===== src/rtl/iec_pack_pkg.sv =====
package iec_pack_pkg;
  localparam int WORD_W    = 32;
  localparam int SAMPLE_W  = 24;
  localparam int V_BIT     = 24;
  localparam int U_BIT     = 25;
  localparam int C_BIT     = 26;
  localparam int P_BIT     = 27;
  localparam int B_BIT     = 28;
  localparam int CS_BITS   = 32;
  localparam int CHNUM_LO  = 20;
  localparam int CHNUM_W   = 4;
  // pass-through source positions
  localparam int PT_FLAGS_LO  = 28;
  localparam int PT_SAMPLE_LO = 4;
  localparam int PT_BLOCK_BIT = 3;

  typedef enum logic {
    MODE_PCM  = 1'b0,
    MODE_PASS = 1'b1
  } pack_mode_e;
endpackage


===== src/rtl/iec_frame_tracker.sv =====
module iec_frame_tracker #(
  parameter int MAX_CH = 8,
  parameter int MIN_CH = 2,
  parameter int FRAMES = 192
) (
  input  logic                         clk,
  input  logic                         rst,
  input  logic                         restart,
  input  logic                         step,
  input  logic [$clog2(MAX_CH+1)-1:0]  cfg_chans,
  output logic [$clog2(MAX_CH)-1:0]    ch_pos,
  output logic [$clog2(FRAMES)-1:0]    frame_idx
);
  localparam int CNT_W = $clog2(MAX_CH+1);
  localparam int POS_W = $clog2(MAX_CH);
  localparam int FR_W  = $clog2(FRAMES);

  logic [CNT_W-1:0] n_eff;
  logic             last_ch;
  logic             last_frame;

  always_comb begin
    if (cfg_chans < CNT_W'(MIN_CH))      n_eff = CNT_W'(MIN_CH);
    else if (cfg_chans > CNT_W'(MAX_CH)) n_eff = CNT_W'(MAX_CH);
    else                                 n_eff = cfg_chans;
  end

  assign last_ch    = (CNT_W'(ch_pos) == (n_eff - CNT_W'(1)));
  assign last_frame = (frame_idx == FR_W'(FRAMES - 1));

  always_ff @(posedge clk) begin
    if (rst || restart) begin
      ch_pos    <= '0;
      frame_idx <= '0;
    end else if (step) begin
      if (last_ch) begin
        ch_pos    <= '0;
        frame_idx <= last_frame ? '0 : frame_idx + FR_W'(1);
      end else begin
        ch_pos <= ch_pos + POS_W'(1);
      end
    end
  end
endmodule


===== src/rtl/iec_status_select.sv =====
module iec_status_select
  import iec_pack_pkg::*;
#(
  parameter int MAX_CH = 8,
  parameter int FRAMES = 192
) (
  input  logic [CS_BITS-1:0]         cfg_status,
  input  logic [$clog2(MAX_CH)-1:0]  ch_pos,
  input  logic [$clog2(FRAMES)-1:0]  frame_idx,
  output logic                       c_bit
);
  localparam int FR_W  = $clog2(FRAMES);
  localparam int IDX_W = $clog2(CS_BITS);
  localparam logic [CS_BITS-1:0] NUM_MASK =
    ((CS_BITS'(1) << CHNUM_W) - CS_BITS'(1)) << CHNUM_LO;

  // one status image per channel, number field replaced by position + 1
  logic [CS_BITS-1:0] cs_tab [MAX_CH];

  for (genvar g = 0; g < MAX_CH; g++) begin : g_chan
    assign cs_tab[g] = (cfg_status & ~NUM_MASK) |
                       (CS_BITS'(g + 1) << CHNUM_LO);
  end

  logic [CS_BITS-1:0] sel_vec;
  assign sel_vec = cs_tab[ch_pos];

  always_comb begin
    if (frame_idx < FR_W'(CS_BITS)) c_bit = sel_vec[frame_idx[IDX_W-1:0]];
    else                            c_bit = 1'b0;
  end
endmodule


===== src/rtl/iec_word_former.sv =====
module iec_word_former
  import iec_pack_pkg::*;
(
  input  pack_mode_e        mode,
  input  logic [WORD_W-1:0] din,
  input  logic              c_bit,
  input  logic              b_flag,
  output logic [WORD_W-1:0] word
);
  always_comb begin
    word = '0;
    if (mode == MODE_PCM) begin
      word[SAMPLE_W-1:0] = din[SAMPLE_W-1:0];
      word[V_BIT]        = 1'b0;
      word[U_BIT]        = 1'b0;
      word[C_BIT]        = c_bit;
      word[B_BIT]        = b_flag;
      word[P_BIT]        = ^word[C_BIT:0];
    end else begin
      word[SAMPLE_W-1:0] = din[PT_SAMPLE_LO +: SAMPLE_W];
      word[P_BIT:V_BIT]  = din[WORD_W-1:PT_FLAGS_LO];
      word[B_BIT]        = din[PT_BLOCK_BIT];
    end
  end
endmodule


===== src/rtl/iec_subframe_packer.sv =====
module iec_subframe_packer
  import iec_pack_pkg::*;
#(
  parameter int MAX_CH = 8,
  parameter int MIN_CH = 2,
  parameter int FRAMES = 192
) (
  input  logic                         clk,
  input  logic                         rst,
  input  logic                         restart,
  input  logic                         cfg_mode,
  input  logic [$clog2(MAX_CH+1)-1:0]  cfg_chans,
  input  logic [31:0]                  cfg_status,
  input  logic                         in_valid,
  output logic                         in_ready,
  input  logic [31:0]                  in_data,
  output logic                         out_valid,
  input  logic                         out_ready,
  output logic [31:0]                  out_data
);
  localparam int POS_W = $clog2(MAX_CH);
  localparam int FR_W  = $clog2(FRAMES);

  logic [POS_W-1:0]  trk_ch;
  logic [FR_W-1:0]   trk_frame;
  logic              in_fire;
  logic              c_bit;
  logic              b_flag;
  logic [WORD_W-1:0] word_nxt;

  assign in_ready = (!out_valid || out_ready) && !restart;
  assign in_fire  = in_valid && in_ready;
  assign b_flag   = (trk_ch == '0) && (trk_frame == '0);

  iec_frame_tracker #(
    .MAX_CH(MAX_CH), .MIN_CH(MIN_CH), .FRAMES(FRAMES)
  ) trk_i (
    .clk(clk), .rst(rst), .restart(restart), .step(in_fire),
    .cfg_chans(cfg_chans), .ch_pos(trk_ch), .frame_idx(trk_frame)
  );

  iec_status_select #(
    .MAX_CH(MAX_CH), .FRAMES(FRAMES)
  ) sel_i (
    .cfg_status(cfg_status), .ch_pos(trk_ch), .frame_idx(trk_frame),
    .c_bit(c_bit)
  );

  iec_word_former form_i (
    .mode(pack_mode_e'(cfg_mode)), .din(in_data), .c_bit(c_bit),
    .b_flag(b_flag), .word(word_nxt)
  );

  always_ff @(posedge clk) begin
    if (rst) begin
      out_valid <= 1'b0;
      out_data  <= '0;
    end else if (restart) begin
      out_valid <= 1'b0;
    end else if (in_fire) begin
      out_valid <= 1'b1;
      out_data  <= word_nxt;
    end else if (out_ready) begin
      out_valid <= 1'b0;
    end
  end
endmodule


===== config.mk =====
export PLATFORM = sky130hd
export DESIGN_NAME = iec_subframe_packer
export DESIGN_NICKNAME = d
export VERILOG_FILES = /design/src/rtl/iec_pack_pkg.sv /design/src/rtl/iec_frame_tracker.sv /design/src/rtl/iec_status_select.sv /design/src/rtl/iec_word_former.sv /design/src/rtl/iec_subframe_packer.sv
export SDC_FILE = /design/constraint.sdc
export NUM_CORES = 1
export LEC_CHECK = 0
export CAP_MARGIN = 10
export CORE_ASPECT_RATIO = 0.8
export CORE_MARGIN = 3
export CORE_UTILIZATION = 51
export DETAILED_ROUTE_END_ITERATION = 10
export DONT_BUFFER_PORTS = 1
export GPL_ROUTABILITY_DRIVEN = 0
export MAX_ROUTING_LAYER = met4
export PLACE_DENSITY_LB_ADDON = 0.05
export SLEW_MARGIN = 10
export SYNTH_ARGS = -nofsm -noshare
export SYNTH_HDL_FRONTEND = slang
export SYNTH_SLANG_ARGS = --single-unit

===== constraint.sdc =====
create_clock -name clk -period 4.69 [get_ports clk]
set_input_delay 0.2345 -clock clk [delete_from_list [all_inputs] [get_ports clk]]
set_output_delay 0.2345 -clock clk [all_outputs]
set_load 0.05 [all_outputs]

==> Word-level counts from Yosys, hierarchy flattened <==
Cells that the tools add are included.
{ "word_totals": {"register_bits": 41, "inputBits": 74, "output_inout_bits": 34} }
{ "classes": {"n_addsub": 3, "magnitude_cmp": 5, "eq_ne": 2, "mux": 13, "bitwise_logic": 2, "reduce_logical": 14} }
{ "ops": {"columns": ["operator", "count"], "rows": [
  ["32-bit binary-select mux with 3-bit select", 1],
  ["32-bit two-way mux", 2],
  ["29-bit two-way mux", 1],
  ["27-bit parity", 1],
  ["8-bit by 1-bit adder with 8-bit output, second input constant", 1],
  ["8-bit == test, second input constant", 1],
  ["8-bit logical NOT", 1],
  ["8-bit by 6-bit < comparator with 1-bit output, second input constant", 1],
  ["4-bit two-way mux", 2],
  ["8-bit two-way mux", 1],
  ["5-bit by 6-bit < comparator with 1-bit output, second input constant", 1],
  ["1-bit binary-select mux with 5-bit select", 1],
  ["3-bit by 4-bit == test with 1-bit output", 1],
  ["4-bit greater-or-equal comparator, second input constant", 1],
  ["4-bit > comparator, second input constant", 1],
  ["4-bit by 2-bit < comparator with 1-bit output, second input constant", 1],
  ["1-bit two-way mux", 4],
  ["3-bit inverter with 4-bit output", 1],
  ["2-bit AND reduction", 2],
  ["4-bit by 1-bit subtractor with 4-bit output, second input constant", 1],
  ["3-bit by 1-bit adder with 3-bit output, second input constant", 1],
  ["1-bit logical AND", 3],
  ["3-bit logical NOT", 1],
  ["3-bit two-way mux", 1],
  ["5 further kinds", 7]
]} }

==> Longest topological paths before layout <==
{ "depth": {"word_depth": 9, "depth_mapped": 9, "mapped_depth_nobuf": 9} }

==> Cells and area by module <==
From an unflattened synthesis, not the netlist that was laid out.
{ "unflattened": {"hier_cells": 327, "area_unflattened_um2": 3184.3} }
{ "modules_own_cells": {"columns": ["module", "instances", "cells_per_inst", "area_per_inst_um2"], "rows": [
  ["iec_subframe_packer", 1, 149, 1541.5],
  ["iec_frame_tracker", 1, 77, 670.6],
  ["iec_word_former", 1, 59, 579.3],
  ["iec_status_select", 1, 42, 392.9]
]} }

==> Worst setup path after synthesis <==
Ideal clock, no wire load.
{ "synth_timing": {"path_kind": "register -> register", "from": "reg out_valid", "to": "reg trk_i.frame_idx[5]", "setup_time_ns": 0.072, "t_arrival_ns": 2.737, "slack_ns": 1.881, "path_stages_with_launch": 8, "n_path_buf": 0, "cell_sequence": "dfxtp_1 -> nor2b_1 -> nor2_1 -> nand2_1 -> nor2_2 -> nand2_4 -> or4_1 -> a21oi_1"} }
{ "synth_via": {"elab_chain_len": 5} }
{ "synth_rtl": {"columns": ["item", "line", "source"], "rows": [
  ["start: declaration", "iec_subframe_packer.sv:17", "output logic out_valid,"],
  ["start signal: assignment", "iec_subframe_packer.sv:56", "out_valid <= 1'b0;"],
  ["start signal: assignment", "iec_subframe_packer.sv:59", "out_valid <= 1'b0;"],
  ["start signal: assignment", "iec_subframe_packer.sv:61", "out_valid <= 1'b1;"],
  ["1-bit logical NOT", "iec_subframe_packer.sv:31", "assign in_ready = (!out_valid || out_ready) && !restart;"],
  ["1-bit logical OR", "iec_subframe_packer.sv:31", null],
  ["1-bit logical AND", "iec_subframe_packer.sv:31", null],
  ["net in_ready", "iec_subframe_packer.sv:15", "output logic in_ready,"],
  ["1-bit logical AND", "iec_subframe_packer.sv:32", "assign in_fire = in_valid && in_ready;"],
  ["2-bit AND reduction (no line)", null, null],
  ["end signal: assignment", "iec_frame_tracker.sv:38", "frame_idx <= last_frame ? '0 : frame_idx + FR_W'(1);"],
  ["end: declaration", "iec_frame_tracker.sv:12", "output logic [$clog2(FRAMES)-1:0] frame_idx"]
]} }
The timed path passes the listed nets, and every way through them passes these cells.
A chain may end at the register's enable or synchronous reset.

==> Worst setup path in the final report <==
{ "layout_timing": {"from": "reg trk_i.frame_idx[1]", "to": "reg out_data[27]"} }
{ "layout_via": {"elab_chain_len": 5, "elab_cells_between_ends": 6, "classes_between": "order compare (1); mux (4); reduce/logical (1)"} }
{ "layout_rtl": {"columns": ["item", "line", "source"], "rows": [
  ["1-bit binary-select mux with 5-bit select", "iec_status_select.sv:29", "if (frame_idx < FR_W'(CS_BITS)) c_bit = sel_vec[frame_idx[IDX_W-1:0]];"],
  ["1-bit two-way mux (not written as such)", "iec_status_select.sv:29", null],
  ["1-bit two-way mux (*)", "iec_status_select.sv:29", null],
  ["27-bit parity (*)", "iec_word_former.sv:18", "word[P_BIT] = ^word[C_BIT:0];"],
  ["29-bit two-way mux (*)", "iec_word_former.sv:12", "if (mode == MODE_PCM) begin"],
  ["end signal: assignment", "iec_subframe_packer.sv:62", "out_data <= word_nxt;"],
  ["end: declaration", "iec_subframe_packer.sv:19", "output logic [31:0] out_data"]
]} }
Every way passes the cells marked *; elsewhere a longest branch is shown, timed or not. The select of a mux whose other input is x is not followed.

==> reports/metrics.cfg <==
[cts]
cts-resized-gates=0
cts.path.max_buffers=2
clk_pin_slew_ns=0.08
cts_sinks=41
cts-root-buf=clkbuf_8
cts_max_level=2
insertion_delay_ns=0.29
cts_buffers=5
holdBufCountCts=1
cts_tree=yes
post-cts-setup-buffers=0

[detailed_routing]
routed_wl_mm=5.71
drc_errors=0
drt_iter0_markers=76
antenna_left=0
wire_per_inst_um=17.2
dr.pass1.iters=4
viasPerCell=5.80
vias=1927

[logic_synthesis]
yosysSeqAreaShare_pct=32.6
syn-instance-count=279
syn-cell-area_sq_mm=0.00252
async_reset_ff_share_pct=0
yosysWarningCount=0
synth.distinct_cells=44
synth_seq_cells=41
yosysTopAreaCellShare_pct=32.6
synth_area_leaders=dfxtp_1 33%, mux2i_1 14%, xnor2_1 8.0%, a211oi_1 7.8%, nor2_1 6.0%
synth_top_area_cell=dfxtp_1
synth_edf_count=0
postSynthAreaPerCell_sq_um=9.02
synthFlopType=dfxtp_1

[timing]
slew_viol_final=0
fin_crit_sh_pct=51.8
hold_viol_final=0
maxSlewHeadroom_pct=37.1
rsz0062_at_grt=no
setup_violations=0
fin_skew_ns=0.00929
worst_pin_slew_ns=0.944
max_freq_ghz=0.412
min_period_ns=2.43
finalSetupTns_ns=0
hold_slack_ns=0.0115

[critical_path]
rr_startpoint=trk_i.frame_idx[1]
path_cells=inv_1 -> mux4_2 -> a22o_1 -> a32oi_2 -> mux2_1 -> o31ai_1
cp.required_ns=4.90
crit_end=out_data[27]
rrSetupSlack_ns=2.26
cp_max_fo=14
critPathKind=register to register
arrival_ns=2.64
reg2reg_depth=6
start_kind=register
slowest_delay_ns=0.65
cp_slowest_cell=dfxtp_1
regToRegEndpoint=out_data[27]
endpoint_kind=register
critPathLaunch=trk_i.frame_idx[1]

[floorplan]
rows=22
initial_core_util_pct=53.8
fp.dieH_um=68.8
pin_count=108
dieArea_sq_mm=0.00582
core-area_sq_mm=0.00468
die_w_um=84.5

[min_path]
min_from=rst
min_path_type=input pin to register

[grt]
overflow=0
grt_usage_pct=19.8
grt_pass1_vias=1773
grt_start_max_net_pins=56
antenna_found_initial=0
grt_pass1_wl_mm=8.83

[finish]
area_growth_syn_to_layout_pct=3.83
final_nets=351
antenna_cells=0
layout-drive-gt1-share_pct=6.99

[placement]
hpwl_mm=4.21
io_buffers=0

[pwr]
total_leakage_power_uw=0.000941
vdd_drop_max_uv=166
power_density_mw_per_mm2=309

[flow_run]
cap_violations=0

[run_status]
status=complete, no violations

==> sequential cells by signal, indices dropped and copies added, names as in the netlist <==
name	flops
out_data	29
out_valid	1
trk_i.ch_pos	3
trk_i.frame_idx	8
==> critical path: cells and delay by family, from the launching register on <==
kind	cells	cell delay, ns
AO/OA/AOI/OAI	3	0.66
buffers and inverters	1	0.22
flip-flops	1	0.65
multiplexers	2	0.83
==> through the flow <==
step                      util [%]  setup slack (ns)  instances  power (uW)  area [sq um]
after floorplan                  -              1.88        281         581          2520
after global placement        53.6              2.27        322         588          2510
after CTS                     55.6              2.25        331         815          2600
after detailed placement      53.6              2.27        322         590          2510
after global routing          55.8              2.03        332         849          2610
final                         55.8              2.26        332         807          2610
==> how the worst min path moves through the flow <==
stage / slack, ns / to / cells after the start
5_1_grt: 0.0004 / out_data[25] / 1
6_report: 0.01 / out_data[20] / 1
3_5_place_dp: 0.31 / out_data[25] / 1
4_1_cts: 0.001 / out_data[26] / 1
2_1_floorplan: 0.31 / trk_i.frame_idx[1] / 1
3_3_place_gp: 0.31 / out_data[25] / 1
==> cell families after synthesis <==
kind of cell | synth area share (%)
and+or+nand+nor | 15.9
AOI/OAI and AO/OA | 15.1
DFF | 32.6
muxes | 18.0
xor gates and xnor gates | 10.6
buffers and inverters | 4.62
adders and majority gates | 2.98
other | 0.149
==> where the power goes <==
part	total, uW	switching, uW	leakage (uW)	internal (uW)
clock	222	119	0.0000450	103
sequential	442	75.8	0.000336	366
combinational	143	65.1	0.000560	77.5
total	807	260	0.000941	547
==> layout by cell type, fill, tap and decap left out, drive strengths merged <==
master / netlist / layout
xnor3: 1 / 1
o221ai: 1 / 1
nand4: 2 / 2
a32oi: 1 / 1
ha: 6 / 6
a22o: 1 / 1
and4bb: 1 / 1
clkbuf: 9 / 6
nor3: 5 / 5
mux4: 4 / 4
or4: 1 / 1
dlygate4sd3: 0 / 2
a311oi: 1 / 1
o2111ai: 1 / 1
clkinv: 0 / 2
xnor2: 23 / 23
nand3b: 1 / 1
buf: 11 / 1
a31oi: 1 / 1
nor2: 41 / 41
inv: 5 / 5
dfxtp: 41 / 41
o21a: 3 / 3
nor4: 2 / 2
nand2: 22 / 22
a2111oi: 1 / 1
o21ai: 2 / 2
a221oi: 1 / 1
or3b: 1 / 1
a211oi: 26 / 26
mux2i: 34 / 34
o32ai: 1 / 1
xor2: 5 / 5
a21oi: 7 / 7
conb: 1 / 3
o31ai: 2 / 2
nand3: 7 / 7
and2: 2 / 2
nor2b: 3 / 3
mux2: 2 / 2
==> routing by layer <==
layer / up-vias / track usage [%] / part of all wire (%)
met5: - / - / 0
met4: 0 / 5.34 / 0.42
met1: 874 / 29.2 / 50
met3: 2 / 7.60 / 9.4
li1: 980 / - / -
met2: 71 / 24.4 / 40
==> synth_stat cells (all sizes together) (3+ instances only) <==
cell type  number
nand3           7
nor3            5
clkbuf          9
o21a            3
inv             5
xnor2          23
ha              6
dfxtp          41
nor2           41
mux2i          34
a211oi         26
nand2          22
buf            11
nor2b           3
xor2            5
mux4            4
a21oi           7
==> area by class of cell <==
type                       count  area, sq um
clock buffer                   6         72.6
timing repair buffer           3         27.5
tap                           60         75.1
clock inverter                 2         10.0
fill                         464         2070
inverter                       5         18.8
multi-input combinational    215         1590
sequential                    41          821
Power figures use the tool's default switching activity.
